### src/rtl/rstcfg_pkg.sv
// Package: shared strap layout and register addresses for the reset
// sequencer. Assumes a 5-bit register address and 16-bit registers.
package rstcfg_pkg;
    localparam int ADV_W   = 4;
    localparam int STRAP_W = 3 + ADV_W;
    localparam int DATA_W  = 16;
    localparam int ADDR_W  = 5;

    localparam logic [ADDR_W-1:0] A_CTRL = 5'd0;
    localparam logic [ADDR_W-1:0] A_ADV  = 5'd4;
    localparam logic [ADDR_W-1:0] A_CFG  = 5'd16;

    // control register bit positions
    localparam int B_RST    = 15;
    localparam int B_SPEED  = 13;
    localparam int B_AN     = 12;
    localparam int B_DUPLEX = 8;
    localparam int ADV_LSB  = 5;

    typedef struct packed {
        logic             an_en;
        logic             speed;
        logic             duplex;
        logic [ADV_W-1:0] adv;
    } strap_t;
endpackage

### src/rtl/rstcfg_blackout.sv
// Module: counts microsecond ticks after the hardware reset pin is
// released and opens the register port once TICKS have been seen.
// Assumes tick_us is a single-cycle pulse synchronous to clk.
module rstcfg_blackout #(
    parameter int TICKS = 1000
) (
    input  logic clk,
    input  logic rst_n,
    input  logic tick_us,
    output logic ready_o
);
    localparam int CW = $clog2(TICKS + 1);
    localparam logic [CW-1:0] LIMIT = CW'(TICKS);

    logic [CW-1:0] cnt_q;

    // count ticks up to the limit, then hold
    always_ff @(posedge clk) begin
        if (!rst_n)
            cnt_q <= '0;
        else if (tick_us && cnt_q != LIMIT)
            cnt_q <= cnt_q + 1'b1;
    end

    assign ready_o = (cnt_q == LIMIT);

    p_ready_after_tick_r2: assert property (@(posedge clk) disable iff (!rst_n)
        $rose(ready_o) |-> $past(tick_us));
    p_ready_sticky_r2: assert property (@(posedge clk) disable iff (!rst_n)
        ready_o |=> ready_o);
endmodule

### src/rtl/rstcfg_swrst_seq.sv
// Module: times a software reset of fixed length. A start pulse loads
// the down-counter; busy stays high for exactly CYCLES clocks.
// Assumes start is only raised while idle; the hardware reset aborts.
module rstcfg_swrst_seq #(
    parameter int CYCLES = 16
) (
    input  logic clk,
    input  logic rst_n,
    input  logic ready_i,
    input  logic start_i,
    output logic busy_o
);
    localparam int CW = (CYCLES > 1) ? $clog2(CYCLES) : 1;
    localparam logic [CW-1:0] LOAD = CW'(CYCLES - 1);

    logic [CW-1:0] cnt_q;
    logic          busy_q;

    // load on start, count down, drop busy after the last cycle
    always_ff @(posedge clk) begin
        if (!rst_n) begin
            busy_q <= 1'b0;
            cnt_q  <= '0;
        end else if (start_i && !busy_q) begin
            busy_q <= 1'b1;
            cnt_q  <= LOAD;
        end else if (busy_q) begin
            if (cnt_q == '0)
                busy_q <= 1'b0;
            else
                cnt_q <= cnt_q - 1'b1;
        end
    end

    assign busy_o = busy_q;

    p_start_when_ready_r5: assert property (@(posedge clk) disable iff (!rst_n)
        $rose(busy_o) |-> $past(ready_i));
endmodule

### src/rtl/rstcfg_regfile.sv
// Module: holds the strap shadow and the configuration registers.
// The shadow is written only while the hardware reset pin is low; the
// live fields reload from it when a software reset starts.
// Assumes wr_ok_i is already gated by readiness and idleness.
module rstcfg_regfile
    import rstcfg_pkg::*;
#(
    parameter logic [DATA_W-1:0] CFG_RST = 16'h0C04
) (
    input  logic              clk,
    input  logic              rst_n,
    input  strap_t            strap_i,
    input  logic              wr_ok_i,
    input  logic              sw_start_i,
    input  logic              sw_busy_i,
    input  logic [ADDR_W-1:0] addr_i,
    input  logic [DATA_W-1:0] wdata_i,
    output logic [DATA_W-1:0] rdata_o
);
    strap_t            shadow_q;
    strap_t            live_q;
    logic [DATA_W-1:0] cfg_q;

    // shadow copy follows the pins only during hardware reset
    always_ff @(posedge clk) begin
        if (!rst_n)
            shadow_q <= strap_i;
    end

    // live registers: reset from pins, reload from shadow, or write
    always_ff @(posedge clk) begin
        if (!rst_n) begin
            live_q <= strap_i;
            cfg_q  <= CFG_RST;
        end else if (sw_start_i) begin
            live_q <= shadow_q;
            cfg_q  <= CFG_RST;
        end else if (wr_ok_i) begin
            if (addr_i == A_CTRL) begin
                live_q.an_en  <= wdata_i[B_AN];
                live_q.speed  <= wdata_i[B_SPEED];
                live_q.duplex <= wdata_i[B_DUPLEX];
            end
            if (addr_i == A_ADV)
                live_q.adv <= wdata_i[ADV_LSB +: ADV_W];
            if (addr_i == A_CFG)
                cfg_q <= wdata_i;
        end
    end

    // read multiplexer
    always_comb begin
        rdata_o = '0;
        case (addr_i)
            A_CTRL: begin
                rdata_o[B_RST]    = sw_busy_i;
                rdata_o[B_SPEED]  = live_q.speed;
                rdata_o[B_AN]     = live_q.an_en;
                rdata_o[B_DUPLEX] = live_q.duplex;
            end
            A_ADV:   rdata_o[ADV_LSB +: ADV_W] = live_q.adv;
            A_CFG:   rdata_o = cfg_q;
            default: rdata_o = '0;
        endcase
    end

    p_shadow_frozen_r4: assert property (@(posedge clk) disable iff (!rst_n)
        $past(rst_n) |-> $stable(shadow_q));
    p_cfg_held_busy_r7: assert property (@(posedge clk) disable iff (!rst_n)
        sw_busy_i |=> $stable(cfg_q) && $stable(live_q));
endmodule

### src/rtl/phy_rst_cfg_ctrl.sv
// Module: top of the reset sequencer. Gates the register port with
// the post-reset blackout, decodes the software-reset request and
// drops writes while either reset is in progress.
// Assumes rst_n is already synchronous to clk.
module phy_rst_cfg_ctrl
    import rstcfg_pkg::*;
#(
    parameter int                TICKS   = 1000,
    parameter int                SW_CYC  = 16,
    parameter logic [DATA_W-1:0] CFG_RST = 16'h0C04
) (
    input  logic               clk,
    input  logic               rst_n,
    input  logic [STRAP_W-1:0] strap_i,
    input  logic               tick_us,
    input  logic               rd_en,
    input  logic               wr_en,
    input  logic [ADDR_W-1:0]  addr,
    input  logic [DATA_W-1:0]  wdata,
    output logic [DATA_W-1:0]  rdata_o,
    output logic               rd_nrdy_o,
    output logic               reg_ready_o,
    output logic               sw_busy_o
);
    logic              ready;
    logic              busy;
    logic              wr_ok;
    logic              sw_start;
    logic [DATA_W-1:0] raw_rdata;
    strap_t            straps;

    assign straps   = strap_t'(strap_i);
    assign wr_ok    = wr_en && ready && !busy;
    assign sw_start = wr_ok && (addr == A_CTRL) && wdata[B_RST];

    rstcfg_blackout #(.TICKS(TICKS)) u_blackout (
        .clk     (clk),
        .rst_n   (rst_n),
        .tick_us (tick_us),
        .ready_o (ready)
    );

    rstcfg_swrst_seq #(.CYCLES(SW_CYC)) u_swrst (
        .clk     (clk),
        .rst_n   (rst_n),
        .ready_i (ready),
        .start_i (sw_start),
        .busy_o  (busy)
    );

    rstcfg_regfile #(.CFG_RST(CFG_RST)) u_regs (
        .clk        (clk),
        .rst_n      (rst_n),
        .strap_i    (straps),
        .wr_ok_i    (wr_ok),
        .sw_start_i (sw_start),
        .sw_busy_i  (busy),
        .addr_i     (addr),
        .wdata_i    (wdata),
        .rdata_o    (raw_rdata)
    );

    assign rdata_o     = ready ? raw_rdata : '0;
    assign rd_nrdy_o   = rd_en && !ready;
    assign reg_ready_o = ready;
    assign sw_busy_o   = busy;

    p_nrdy_reads_zero_r3: assert property (@(posedge clk) disable iff (!rst_n)
        rd_nrdy_o |-> (rdata_o == '0));
    p_busy_needs_ready_r9: assert property (@(posedge clk) disable iff (!rst_n)
        sw_busy_o |-> reg_ready_o);
endmodule

### config.mk
export PLATFORM = sky130hd
export DESIGN_NAME = phy_rst_cfg_ctrl
export DESIGN_NICKNAME = d
export VERILOG_FILES = /design/src/rtl/rstcfg_pkg.sv /design/src/rtl/rstcfg_blackout.sv /design/src/rtl/rstcfg_swrst_seq.sv /design/src/rtl/rstcfg_regfile.sv /design/src/rtl/phy_rst_cfg_ctrl.sv
export SDC_FILE = /design/constraint.sdc
export NUM_CORES = 1
export LEC_CHECK = 0
export BUFFER_PORTS_ARGS = -buffer_cell sky130_fd_sc_hd__clkbuf_2
export CORE_UTILIZATION = 47
export CTS_CLUSTER_SIZE = 24
export DETAILED_ROUTE_END_ITERATION = 10
export PLACE_DENSITY = 0.69
export SKIP_LAST_GASP = 1
export SLEW_MARGIN = 20
export SYNTH_ARGS = -nofsm -noshare
export SYNTH_HDL_FRONTEND = slang
export SYNTH_HIERARCHICAL = 1
export SYNTH_SLANG_ARGS = --single-unit
### constraint.sdc
create_clock -name clk -period 5.7 [get_ports clk]
set_clock_uncertainty 0.15 [all_clocks]
set_input_delay 0.285 -clock clk [delete_from_list [all_inputs] [get_ports clk]]
set_output_delay 0.285 -clock clk [all_outputs]
set_load 0.02 [all_outputs]
==> results of run 1 <==
kinds of logic (layout without fill, tap and decap cells):
family	Yosys count	in the layout	share of synthesized area (%)
and+or+nand+nor	108	108	28.6
AOI/OAI and AO/OA	70	70	17.7
buffers and inverters	23	69	4.62
muxes	6	6	2.57
adders and majority gates	4	4	2.10
DFF	45	45	43.7
xor gates and xnor gates	2	2	0.735
cell type report:
class                           count  area, um2  area share, %
Tap cell                           67       83.8           3.03
Inverter                            9       33.8           1.22
Sequential cell                    45       1040           37.6
Timing Repair Buffer               52        263           9.49
Clock inverter                      2       33.8           1.22
Clock buffer                        6       72.6           2.62
Multi-Input combinational cell    190       1240           44.9
report_power, final:
| part | leakage (uW) | total [uW] | switching [uW] | internal (uW) |
|---|---|---|---|---|
| logic | 0.000637 | 55.8 | 33.3 | 22.5 |
| registers | 0.000388 | 352 | 8.45 | 343 |
| clock network | 0.0000528 | 235 | 105 | 129 |
per-stage QoR:
step                      hold WS [ns]  instance area (um2)
after floorplan                  0.234                 2380
after global placement           0.314                 2660
after detailed placement         0.312                 2660
after CTS                       0.0170                 2760
after global routing            0.0131                 2770
final                           0.0296                 2770
cells in the final DEF, fill, tap and decap left out, types with 4 or more instances in the layout:
master and count:
a21oi_1 32, clkbuf_2 51, o21ai_0 18, inv_1 8, and2_2 6, or3_1 4
edfxtp_1 14, or4_1 4, o31ai_1 4, nand2_1 7, mux2i_1 5, nand3_1 23
ha_1 4, clkbuf_8 5, and2_1 19, nor2_1 14, dfxtp_1 31
per-layer routing:
| layer | wire length [um] | track usage [%] |
|---|---|---|
| met3 | 271 | 4.42 |
| met2 | 2310 | 29.9 |
| met5 | 0 | 0 |
| met4 | 80 | 7.19 |
| met1 | 2520 | 28.2 |
worst paths after layout:
path,startpoint,to,slack (ns),cells after the start
setup reg to reg,u_blackout/cnt_q[1],u_regs/live_q[3],2.07,9
setup / recovery,u_blackout/cnt_q[1],u_regs/live_q[3],2.07,9
hold / removal,strap_i[5],u_regs/shadow_q[5],0.03,1
hold reg to reg,u_regs/cfg_q[3],u_regs/cfg_q[3],0.32,2
cells in the mapped netlist (all sizes together), types with 4 or more instances:
library cell and n:
edfxtp 14, nor2 14, nand3 24, mux2i 5, clkbuf 9, or3 4
a22o 6, o21ai 18, and2 26, a21oi 32, or4 5, inv 9
ha 4, nand2 7, o31ai 4, dfxtp 31, buf 5
critical path, delay by kind of cell, from the launching register on:
family	cells	cell delay, ns
compound gates	1	0.24
fa+ha+maj	1	0.20
buf+inv	2	0.17
flops	1	0.36
simple gates	5	2.20
flip-flops by register name, indices dropped and copies added (netlist names):
signal,cells
u_regs/cfg_q,16
u_blackout/cnt_q,10
u_regs/live_q,7
u_regs/shadow_q,7
u_swrst/cnt_q,4
u_swrst/busy_o,1
==> flow_metrics.tcl, run 1 <==
set metrics [dict create \
    status "complete, no violations" \
    htree_levels 2 \
    gp_congestion 0.802 \
    min_period_ns 3.63 \
    rows 25 \
    vias 2015 \
    post-route-period-util_pct 63.7 \
    die_area_um2 5360 \
    die_x_um 73.2 \
    drc 0 \
    area_growth_pct 16.2 \
    cp_data_required_time_ns 5.55 \
    cap_violations 0 \
    cts_sinks 45 \
    max_slew_margin_pct 53.8 \
    cts_buffer_depth 2 \
    io_pins 52 \
    yosysUniqueCellTypes 52 \
    cp.arrival_ns 3.47 \
    core_um2 4820 \
    fin_ws_ns 2.07 \
    drt-pass1-iter-count 4 \
    synth_edf_count 14 \
    cts_tree "done" \
    cp-start-kind "flop" \
    setup_tns_ns 0 \
    cts_setup_buffers 0 \
    finalHoldViolCount 0 \
    ys_ff_latch 45 \
    synth-main-ff-cell "dfxtp_1" \
    cellLeakagePower_uw 0.00108 \
    globalRouteTotalUtil_pct 20.0 \
    drt_wl_total_mm 5.18 \
    worstPathMaxFanout 19 \
    num-fill-cells 457 \
    overflow 0 \
    place.port_buffers 51 \
    drive_gt1_share_pct 25.7 \
    ant_nets 0 \
    seq_area_frac_synth_pct 43.7 \
    place_ws_ns 1.83 \
    cts_inserted_buffers 5 \
    path_cells "inv_1, ha_1, inv_1, nor4b_1, and3_1, nand2_1, nor4_4, nand2b_1, a21o_1" \
    tightest_slew_ns 0.687 \
    rsz0062_at_grt "no" \
    grt_pass1_wl_mm 8.15 \
    cts-root-buf "clkbuf_8" \
    critPathKind "flop to flop" \
    ys_top_cells_by_area "dfxtp_1 26%, edfxtp_1 18%, a21oi_1 6.7%" \
    async_reset_ff_share_pct 0 \
    clk_pin_slew_ns 0.08 \
    wl_per_cell_um 14.0 \
    antenna_found_initial 0 \
    ys_warn_count 6 \
    dp_cells 363 \
    instances_no_fill 371 \
    finalPower_uw 642 \
    grt_max_degree 27 \
    fmax_mhz 276 \
    hold_path_class "input pin to flop" \
    powerDensity_nw_per_um2 232 \
    post_cts.resized_instances 0 \
    cpMaxStageDelayCell "nor4_4" \
    grt_pass1_vias 1715 \
    cts_hold_buf 0 \
    viasPerCell 5.43 \
    hpwl_mm 3.55 \
    initial_core_util_pct 49.5 \
    final_core_util_pct 57.5 \
    ir_drop_uv 149 \
    setup_violations 0 \
    cp-end-kind "flop" \
    syn_area_um2 2380 \
    synth_top_area_share_pct 26.0 \
    worst_path_largest_cell_delay_ns 0.67 \
    n_antenna_cell 0 \
    drt_iter0_markers 121 \
    cp_common_cell "inv_1" \
    slew_violations 0 \
    die_h_um 73.2 \
    syn_inst 258 \
    insertion_delay_ns 0.29 \
    synth_nets 295 \
    fin_nets 340 \
    synth_top_area_cell "dfxtp_1" \
    avgSynthCellArea_um2 9.24 \
]
Note: power is estimated with default switching activity, not from simulation.
==> run 2, diff against run 1 <==
--- a/config.mk
+++ b/config.mk
@@ -9,7 +9,7 @@
 export CORE_UTILIZATION = 47
 export CTS_CLUSTER_SIZE = 24
 export DETAILED_ROUTE_END_ITERATION = 10
-export PLACE_DENSITY = 0.69
+export PLACE_DENSITY = 0.71
 export SKIP_LAST_GASP = 1
 export SLEW_MARGIN = 20
 export SYNTH_ARGS = -nofsm -noshare
==> constraint.sdc (replaced) <==
create_clock -name clk -period 3 [get_ports clk]
set_clock_uncertainty 0.15 [all_clocks]
set_input_delay 0.15 -clock clk [delete_from_list [all_inputs] [get_ports clk]]
set_output_delay 0.15 -clock clk [all_outputs]
set_load 0.02 [all_outputs]
==> flow_metrics.tcl, run 2 (same netlist as run 1, synthesis figures left out) <==
set metrics [dict create \
    clk_pin_slew_ns 0.07 \
    die_x_um 73.2 \
    antenna_found_initial 0 \
    drive_gt1_share_pct 25.0 \
    setup_violations 0 \
    grt_max_degree 27 \
    cp_num_buf_inv 4 \
    io_pins 52 \
    ant_nets 0 \
    gp_congestion 0.890 \
    grt_pass1_wl_mm 8.54 \
    die_h_um 73.2 \
    rsz0062_at_grt "no" \
    powerDensity_nw_per_um2 384 \
    min_period_ns 2.58 \
    cp-start-kind "flop" \
    slew_violations 0 \
    cts_sinks 45 \
    cp_data_required_time_ns 2.87 \
    hold_path.startpoint "tick_us" \
    place.port_buffers 51 \
    drc 0 \
    path_cells "inv_1, ha_1, inv_1, nor4b_1, and3_1, nand2_1, nor4_2, buf_4, buf_4, mux2i_1, a21oi_1" \
    final_core_util_pct 62.4 \
    cts-root-buf "clkbuf_8" \
    r2r_setup_slack_ns 0.42 \
    max_slew_margin_pct 61.7 \
    n_antenna_cell 0 \
    overflow 0 \
    critPathKind "flop to flop" \
    area_growth_pct 26.0 \
    hpwl_mm 3.73 \
    globalRouteTotalUtil_pct 21.1 \
    status "complete, no violations" \
    final_common_cell "clkbuf_2" \
    reg2reg_to "u_regs/live_q[2]" \
    tightest_slew_ns 0.575 \
    cts_inserted_buffers 5 \
    r2r_cells 11 \
    wl_per_cell_um 13.5 \
    place_area_um2 2690 \
    vias 2127 \
    cp.arrival_ns 2.46 \
    worst_path_largest_cell_delay_ns 0.37 \
    setup_tns_ns 0 \
    die_area_um2 5360 \
    place_ws_ns 0.444 \
    worstPathMaxFanout 7 \
    r2r-start "u_blackout/cnt_q[0]" \
    hold_path_class "input pin to flop" \
    post-route-period-util_pct 86.2 \
    drt-pass1-iter-count 5 \
    grt_pass1_vias 1912 \
    design_area_um2 3000 \
    num-fill-cells 435 \
    viasPerCell 5.33 \
    cellLeakagePower_uw 0.00119 \
    fin_ws_ns 0.415 \
    top_regs "u_regs/cfg_q: 16 flops, u_blackout/cnt_q: 10 flops" \
    insertion_delay_ns 0.29 \
    cp-end-kind "flop" \
    core_um2 4820 \
    initial_core_util_pct 49.5 \
    cp_top_family "simple AND/OR/NAND/NOR gates" \
    min_to "u_blackout/cnt_q[4]" \
    rows 25 \
    fmax_mhz 387 \
    ir_drop_uv 264 \
    cpMaxStageDelayCell "dfxtp_1" \
    top_register "u_regs/cfg_q" \
    cap_violations 0 \
    largest_reg_flops 16 \
    finalHoldViolCount 0 \
    cts_tree "done" \
    cts_buffer_depth 2 \
    drt_iter0_markers 125 \
    drt_wl_total_mm 5.41 \
    htree_levels 2 \
    final_cell_mix "51 x clkbuf_2, 32 x a21oi_1, 31 x dfxtp_1" \
    fin_nets 368 \
    min_delay_path_depth 4 \
]
-- run 2: cell count changes in the layout (fill, tap and decap cells not counted), sizes merged --
cell and delta:
buf +5, bufinv -1, dlygate4sd3 +23, clkbuf +1
-- run 2: worst max path at each step --
stage                             endpoint                start  depth (start not counted)  slack (ns)
after floorplan            u_regs/cfg_q[0]  u_blackout/cnt_q[0]                         11        0.12
after global placement    u_regs/live_q[0]  u_blackout/cnt_q[0]                         10        0.48
after detailed placement  u_regs/live_q[2]  u_blackout/cnt_q[0]                         10        0.44
after CTS                 u_regs/live_q[3]  u_blackout/cnt_q[1]                         10        0.41
after global routing       u_regs/cfg_q[5]  u_blackout/cnt_q[0]                         10        0.18
final                     u_regs/live_q[2]  u_blackout/cnt_q[0]                         11        0.42
-- run 2: power breakdown --
part	internal (uW)	switching, uW	total, uW
registers	652	16.4	669
logic	64.1	68.3	132
clock network	164	189	353
-- run 2: tightest hold or removal path: cells and delay by family --
family	cells	cell delay (ns)
simple gates	2	0.19
buf+inv	1	0.15
xor+xnor	1	0.06
-- run 2: timing repair --
| action | CTS | global route |
|---|---|---|
| buffers inserted | 0 | 0 |
| gates resized for setup | 0 | 0 |
| hold buffers | 23 | 0 |
| endpoints found under the hold margin | 23 | 0 |
-- run 2: metal layers --
layer	GRT usage (%)	part of all wire, %
met1	26.2	46
met2	36.0	46
met3	4.42	5.6
met4	7.63	1.4
met5	0	0
-- run 2: layout make-up --
| cell class | instances | area (um2) | area share [%] |
|---|---|---|---|
| Multi-Input combinational cell | 190 | 1230 | 41.1 |
| Tap cell | 67 | 83.8 | 2.79 |
| Sequential cell | 45 | 1040 | 34.7 |
| Clock inverter | 1 | 5.00 | 0.167 |
| Inverter | 9 | 33.8 | 1.12 |
| Clock buffer | 7 | 76.3 | 2.54 |
| Timing Repair Buffer | 80 | 531 | 17.7 |
-- run 2: through the flow --
| stage | total power [uW] | cells | hold slack [ns] |
|---|---|---|---|
| 6_report | 1150 | 399 | 0.147 |
| 3_3_place_gp | 786 | 368 | 0.195 |
| 3_5_place_dp | 790 | 368 | 0.199 |
| 4_1_cts | 1160 | 399 | 0.130 |
| 2_1_floorplan | 743 | 258 | 0.0989 |
| 5_1_grt | 1210 | 399 | 0.158 |
